File: config.mk
export PLATFORM = sky130hd
export DESIGN_NAME = frac_mod_acc
export DESIGN_NICKNAME = d
export VERILOG_FILES = /design/src/rtl/frac_acc_pkg.sv /design/src/rtl/frac_modsel.sv /design/src/rtl/frac_adder.sv /design/src/rtl/frac_state.sv /design/src/rtl/frac_mod_acc.sv
export SDC_FILE = /design/constraint.sdc
export NUM_CORES = 1
export LEC_CHECK = 0
export ABC_AREA = 1
export BUFFER_PORTS_ARGS = -buffer_cell sky130_fd_sc_hd__buf_2
export CAP_MARGIN = 20
export CORE_AREA = 5 5 42 44
export CTS_BUF_LIST = sky130_fd_sc_hd__clkbuf_4
export DETAILED_ROUTE_END_ITERATION = 8
export DIE_AREA = 0 0 47 49
export PLACE_DENSITY = 0.68
export SLEW_MARGIN = 5
export SYNTH_ARGS = -nofsm -noshare
export SYNTH_HDL_FRONTEND = slang
export SYNTH_SLANG_ARGS = --single-unit
File: constraint.sdc
create_clock -name clk -period 8.9 [get_ports clk]
set_input_delay 0.89 -clock clk [delete_from_list [all_inputs] [get_ports clk]]
set_output_delay 0.89 -clock clk [all_outputs]
set_load 0.01 [all_outputs]
File: src/rtl/frac_acc_pkg.sv
package frac_acc_pkg;

  // modulus chosen by the select bit
  function automatic int unsigned pick_modulus(logic sel, int unsigned q_hi, int unsigned q_lo);
    return sel ? q_hi : q_lo;
  endfunction

  // limit a value to the range 0 .. q-1
  function automatic int unsigned limit_below(int unsigned v, int unsigned q);
    return (v >= q) ? q - 1 : v;
  endfunction

  // does the sum reach the modulus
  function automatic logic wraps(int unsigned a, int unsigned inc, int unsigned q);
    return (a + inc) >= q;
  endfunction

  // residue after one step, modulo q
  function automatic int unsigned fold(int unsigned a, int unsigned inc, int unsigned q);
    int unsigned s;
    s = a + inc;
    return (s >= q) ? s - q : s;
  endfunction

endpackage

File: src/rtl/frac_modsel.sv
module frac_modsel
  import frac_acc_pkg::*;
#(
  parameter int unsigned Q_HI  = 8,
  parameter int unsigned Q_LO  = 5,
  parameter int unsigned INC_W = 4,
  parameter int unsigned ACC_W = 3,
  parameter int unsigned QW    = 4
) (
  input  logic             mod_sel,
  input  logic [INC_W-1:0] frac_inc,
  output logic [QW-1:0]    q_cur,
  output logic [ACC_W-1:0] inc_eff
);
  int unsigned q_int;

  always_comb begin
    q_int   = pick_modulus(mod_sel, Q_HI, Q_LO);
    q_cur   = QW'(q_int);
    // increment saturated to Q-1
    inc_eff = ACC_W'(limit_below(32'(frac_inc), q_int));
  end
endmodule

File: src/rtl/frac_adder.sv
module frac_adder
  import frac_acc_pkg::*;
#(
  parameter int unsigned ACC_W = 3,
  parameter int unsigned QW    = 4
) (
  input  logic [ACC_W-1:0] acc_q,
  input  logic [ACC_W-1:0] inc_eff,
  input  logic [QW-1:0]    q_cur,
  output logic [ACC_W-1:0] acc_nxt,
  output logic             ovf
);
  int unsigned acc_eff;

  always_comb begin
    // a residue left over from a larger modulus is clamped
    acc_eff = limit_below(32'(acc_q), 32'(q_cur));
    ovf     = wraps(acc_eff, 32'(inc_eff), 32'(q_cur));
    acc_nxt = ACC_W'(fold(acc_eff, 32'(inc_eff), 32'(q_cur)));
  end
endmodule

File: src/rtl/frac_state.sv
module frac_state #(
  parameter int unsigned ACC_W = 3
) (
  input  logic             clk,
  input  logic             rst,
  input  logic             step,
  input  logic [ACC_W-1:0] acc_nxt,
  input  logic             ovf,
  output logic [ACC_W-1:0] acc_q,
  output logic             req_q
);
  always_ff @(posedge clk) begin
    if (rst) begin
      acc_q <= '0;
      req_q <= 1'b0;
    end else if (step) begin
      acc_q <= acc_nxt;
      req_q <= ovf;
    end
  end
endmodule

File: src/rtl/frac_mod_acc.sv
module frac_mod_acc #(
  parameter int unsigned Q_HI  = 8,
  parameter int unsigned Q_LO  = 5,
  parameter int unsigned INC_W = 4,
  localparam int unsigned QMAX  = (Q_HI > Q_LO) ? Q_HI : Q_LO,
  localparam int unsigned ACC_W = $clog2(QMAX),
  localparam int unsigned QW    = ACC_W + 1
) (
  input  logic             clk,
  input  logic             rst,
  input  logic             cyc_done,
  input  logic [INC_W-1:0] frac_inc,
  input  logic             mod_sel,
  output logic             alt_req,
  output logic [ACC_W-1:0] acc_val
);
  logic [QW-1:0]    q_cur;
  logic [ACC_W-1:0] inc_eff;
  logic [ACC_W-1:0] acc_q;
  logic [ACC_W-1:0] acc_nxt;
  logic             ovf;
  logic             req_q;
  logic             step_ovf;   // named event: a strobe that wraps

  frac_modsel #(
    .Q_HI(Q_HI), .Q_LO(Q_LO), .INC_W(INC_W), .ACC_W(ACC_W), .QW(QW)
  ) u_modsel (
    .mod_sel (mod_sel),
    .frac_inc(frac_inc),
    .q_cur   (q_cur),
    .inc_eff (inc_eff)
  );

  frac_adder #(.ACC_W(ACC_W), .QW(QW)) u_adder (
    .acc_q  (acc_q),
    .inc_eff(inc_eff),
    .q_cur  (q_cur),
    .acc_nxt(acc_nxt),
    .ovf    (ovf)
  );

  frac_state #(.ACC_W(ACC_W)) u_state (
    .clk    (clk),
    .rst    (rst),
    .step   (cyc_done),
    .acc_nxt(acc_nxt),
    .ovf    (ovf),
    .acc_q  (acc_q),
    .req_q  (req_q)
  );

  assign step_ovf = cyc_done & ovf;
  assign alt_req  = req_q;
  assign acc_val  = acc_q;
endmodule

; Word level (Yosys, flattened, before mapping)
; Index checks and enable logic that the tools add are counted.
[word_totals]
reg_bits = 4
inputBits = 8
output_inout_bits = 4
[classes]
addsub = 4
order_cmp = 3
n_mux = 4
[op_table]
columns = op, count
row1 = $add 32x3->32, 1
row2 = $ge 32x4->1, 1
row3 = $mux 32, 1
row4 = $mux 3, 2
row5 = $sub 4x1->5 const B, 1
row6 = $ge 3x4->1, 1
row7 = $ge 4x4->1, 1
row8 = $mux 4, 1
row9 = $sub 3x1->3 const B, 1
row10 = $sub 3x3->3, 1

; Logic depth before layout (Yosys ltp)
[depth]
ltp_word = 6
depth_mapped = 21

; Modules after synthesis
; A second synthesis with hierarchy kept.
[hier_totals]
cells_unflattened = 154
hier_area_um2 = 1027.2
[modules_own_cells]
columns = mod, n_inst, cells_each, area_each_um2, seq_area_each_um2
row1 = frac_adder, 1, 105, 705.7, 0.0
row2 = frac_state, 1, 26, 172.7, 80.1
row3 = frac_modsel, 1, 23, 148.9, 0.0

; Worst setup path before layout
; OpenSTA, ideal clock, no wires.
[synth_path]
kind = input to register
start = in mod_sel
end = reg u_state.acc_q[0]
arrival_time_ps = 3334
slack_ps = 5453
stages = 19
n_path_buf = 0
cell_sequence = inv_1 ha_1 a21oi_1 nand3_1 o21ai_0 inv_1 ha_1 fa_1 xnor2_1 inv_1 ha_1 nand2_1 inv_1 nand2_2 nand2_4 nand2_1 nand2_1 o21ai_1 inv_1
[synth_between]
elab_chain_cells = 6
[synth_rtl]
columns = item, line
row1 = "start, declared", frac_mod_acc.sv:13  ; input logic mod_sel,
row2 = $mux 4 (*), frac_acc_pkg.sv:5  ; return sel ? q_hi : q_lo;
row3 = "$sub 4x1->5, or another cell as far along", frac_acc_pkg.sv:10  ; return (v >= q) ? q - 1 : v;
row4 = $mux 32 or $mux 3 (tied branches), frac_acc_pkg.sv:10
row5 = $add 32x3->32, frac_acc_pkg.sv:21  ; s = a + inc;
row6 = $ge 32x4->1 or $sub 3x3->3 (tied branches), frac_acc_pkg.sv:22  ; return (s >= q) ? s - q : s;
row7 = $mux 3 (*), frac_acc_pkg.sv:22
row8 = "end signal, assigned", frac_state.sv:17  ; acc_q <= acc_nxt;
row9 = "end, declared", frac_state.sv:9  ; output logic [ACC_W-1:0] acc_q,
; Every way passes the cells marked *; elsewhere a longest branch is shown, timed or not.
; A chain may end at the register's enable or synchronous reset.

; Final worst setup path
[layout_path]
start = in mod_sel
end = reg u_state.acc_q[1]
; The elaborated chain is that of the path after synthesis.

==> flow_metrics.env <==
export IMPL_result_of_the_run="finished, final reports clean"
export IMPL_grt_first_pass_wirelength_um=1790
export IMPL_worstHoldEndpoint="u_state.acc_q[2]"
export IMPL_drtIter0Drc=5
export IMPL_number_of_hold_buffers_added_after_cts=0
export IMPL_power_leakage_uw=0.000376
export IMPL_crit_reg2reg_capture="u_state.acc_q[1]"
export IMPL_timing_critical_path_slowest_cell_delay_ns=0.39
export IMPL_synth_xor_xnor_area_share_pct=3.28
export IMPL_holdPathStages=2
export IMPL_cp_start_kind="input port"
export IMPL_cts_resized=0
export IMPL_tightest_slew_ns=0.224
export IMPL_tns_ns=0
export IMPL_worst_endpoint_arrival_ns=3.72
export IMPL_weighted_congestion_at_the_end_of_routability_driven_global_placement=0.741
export IMPL_rsz0062_at_grt="no"
export IMPL_yosys_top_cells_area="sky130_fd_sc_hd__ha_1 (26%), sky130_fd_sc_hd__dfxtp_1 (15%), sky130_fd_sc_hd__inv_1 (12%)"
export IMPL_cts_buffers_inserted=3
export IMPL_clock_sinks=4
export IMPL_drv_slew=0
export IMPL_post_synth_cell_area_avg_um2=6.94
export IMPL_post_cts_buffers=0
export IMPL_cts_htree_levels=1
export IMPL_die_x_um=47
export IMPL_design_area_final_um2=628
export IMPL_holdCritStartpoint="u_state.acc_q[2]"
export IMPL_timing_hold_violations_final=0
export IMPL_clock_path_buffers=2
export IMPL_max_cap_viol_count=0
export IMPL_synth_compound_area_share_pct=14.3
export IMPL_root_buffer="sky130_fd_sc_hd__clkbuf_4"
export IMPL_first_pass_iters=4
export IMPL_synthCells=77
export IMPL_hold_path_class="register to register"
export IMPL_area_overhead_vs_synth_pct=17.6
export IMPL_netlist_cell_type_count=21
export IMPL_post_synth_mux_area_share_pct=0
export IMPL_cpMaxStageDelayCell="sky130_fd_sc_hd__fa_1"
export IMPL_fin_crit_sh_pct=40.4
export IMPL_fin_crit_ns=3.60
export IMPL_wire_per_inst_um=9.13
export IMPL_synth_nets=97
export IMPL_detail_route_wirelength_um=968
export IMPL_required_ns=9.03
export IMPL_residual_overflow_from_global_routing=0
export IMPL_grt_start_max_net_pins=8
export IMPL_path_class="input port to register"
export IMPL_viasPerCell=4.57
export IMPL_detailed_place_area_um2=606
export IMPL_starting_density_pct=38.1
export IMPL_ios=12
export IMPL_worstReg2RegStart="u_state.acc_q[0]"
export IMPL_synth_top_area_share_pct=25.8
export IMPL_timing_reg2reg_setup_slack_ns=6.12
export IMPL_synth_warning_count=0
export IMPL_core_rowCount=14
export IMPL_timing_slew_headroom_pct=85.1
export IMPL_worstSetupEndpointType="register"
export IMPL_finalSetupViolations=0
export IMPL_synthDominantAreaCellType="sky130_fd_sc_hd__ha_1"
export IMPL_r2r_worst_path_cells=18
export IMPL_finClkSkew_ns=0.000891
export IMPL_maxClockFrequency_ghz=0.278
export IMPL_clk_pin_slew_worst_paths_ns=0.04
export IMPL_cts_tree="yes"
export IMPL_grt_pass1_vias=477
export IMPL_route_detailed_drc=0
export IMPL_worst_ir_drop_vdd_mv=0.130
export IMPL_finalNetCount=112
export IMPL_initial_antenna_violation_count=0
export IMPL_yosysSeqAreaShare_pct=15.0
export IMPL_synth_simple_gate_area_share_pct=24.6
export IMPL_critical_path_max_fanout=7
export IMPL_die_area_mm2=0.00230
export IMPL_dp_hpwl_um=834
export IMPL_crit_top_cell="sky130_fd_sc_hd__inv_1"
export IMPL_placement_io_buffers=11
export IMPL_overall_die_height_um=49
export IMPL_largest_family_of_logic_cells_by_synthesized_area="adder cells"
export IMPL_route_antenna_remaining_nets=0
export IMPL_power_density_mw_per_mm2=304
export IMPL_critical_path_cell_chain="buf_2, inv_1, ha_1, a21oi_1, nand3_1, o21ai_0, inv_1, ha_1, fa_1, xnor2_1, inv_1, ha_1, nand2_1, inv_1, nand2_2, nand2_4, nand2_1, nand2_1, o21ai_1, inv_1"
export IMPL_diodes=0
export IMPL_synth_fa_ha_area_share_pct=29.5
export IMPL_placeableCoreArea_mm2=0.00140
export IMPL_grtUsageTotal_pct=10.6
export IMPL_synthesis_area_um2=534
export IMPL_ratio_of_cells_with_drive_above_1_in_the_final_layout_pct=23.3
export IMPL_synth_ff_latch_count=4
export IMPL_clock_insertion_delay_worst_skew_ns=0.24
export IMPL_layout_cells_most_common="sky130_fd_sc_hd__inv_1"
export IMPL_commonest_non_fill_non_tap_cells_in_the_layout="sky130_fd_sc_hd__inv_1 (17), sky130_fd_sc_hd__nand2_1 (11), sky130_fd_sc_hd__ha_1 (11), sky130_fd_sc_hd__buf_2 (11), sky130_fd_sc_hd__nor2_1 (6)"
export IMPL_detailroute_via_count=484
[how the worst max path moves through the flow]
stage	endpoint	cells past startpoint	startpoint
final	u_state.acc_q[1]	20	mod_sel
after global routing	u_state.acc_q[1]	20	mod_sel
after CTS	u_state.acc_q[1]	20	mod_sel
after detailed placement	u_state.acc_q[1]	20	mod_sel
after global placement	u_state.acc_q[1]	20	mod_sel
after floorplan	u_state.acc_q[0]	19	mod_sel
[synth_stat cells, drive strengths merged]
cell / instances
fa: 1
nor2: 6
xnor2: 1
inv: 18
a21oi: 6
xor2: 1
clkbuf: 1
nand3: 5
ha: 11
or2: 1
a31oi: 1
dfxtp: 4
o21ai: 5
nand4: 1
nand2: 15
[area by class of cell]
class	count	area [µm²]
Inverter	18	67.6
Timing Repair Buffer	11	55.1
Clock buffer	3	22.5
Multi-Input combinational cell	54	383
Fill cell	150	773
Tap cell	16	20.0
Sequential cell	4	80.1
[through the flow]
stage	utilization (%)	instances	worst slack [ns]	hold WS (ns)	total power, µW
3_3_place_gp	43.2	103	5.10	0.517	168
6_report	44.8	106	5.30	0.527	191
2_1_floorplan	-	77	5.45	0.516	143
3_5_place_dp	43.2	103	5.05	0.523	171
4_1_cts	44.8	106	5.29	0.528	194
5_1_grt	44.8	106	4.92	0.584	216
[state kept, by name, summed over array words and instances, names as in the netlist]
name and flops:
u_state.acc_q 3, u_state.req_q 1
[per-layer routing]
| layer | GRT usage [%] | part of all wire (%) |
|---|---|---|
| met1 | 12.5 | 46 |
| met2 | 16.3 | 51 |
| met3 | 3.69 | 2.5 |
| met4 | 5.07 | 0 |
| met5 | 0 | 0 |
[where the power goes]
group	internal (µW)	switching [µW]	total (µW)
Combinational	57.5	81.9	139
Clock	15.1	7.24	22.3
Sequential	24.7	4.47	29.2
Total	97.2	93.6	191
[kinds of logic (layout without fill, tap and decap cells)]
kind of cell | count (synthesis) | in the layout
simple gates | 28 | 28
buf+inv | 19 | 32
fa+ha+maj | 12 | 12
compound gates | 12 | 12
flops | 4 | 4
xor+xnor | 2 | 2
[worst max-delay path: cells and delay by family]
kind | cells | cell delay [ns]
AOI/OAI and AO/OA | 3 | 0.42
xor gates and xnor gates | 1 | 0.23
buffers and inverters | 6 | 0.52
adders and majority gates | 4 | 1.21
and+or+nand+nor | 6 | 0.46
(Power assumes the default switching activity.)
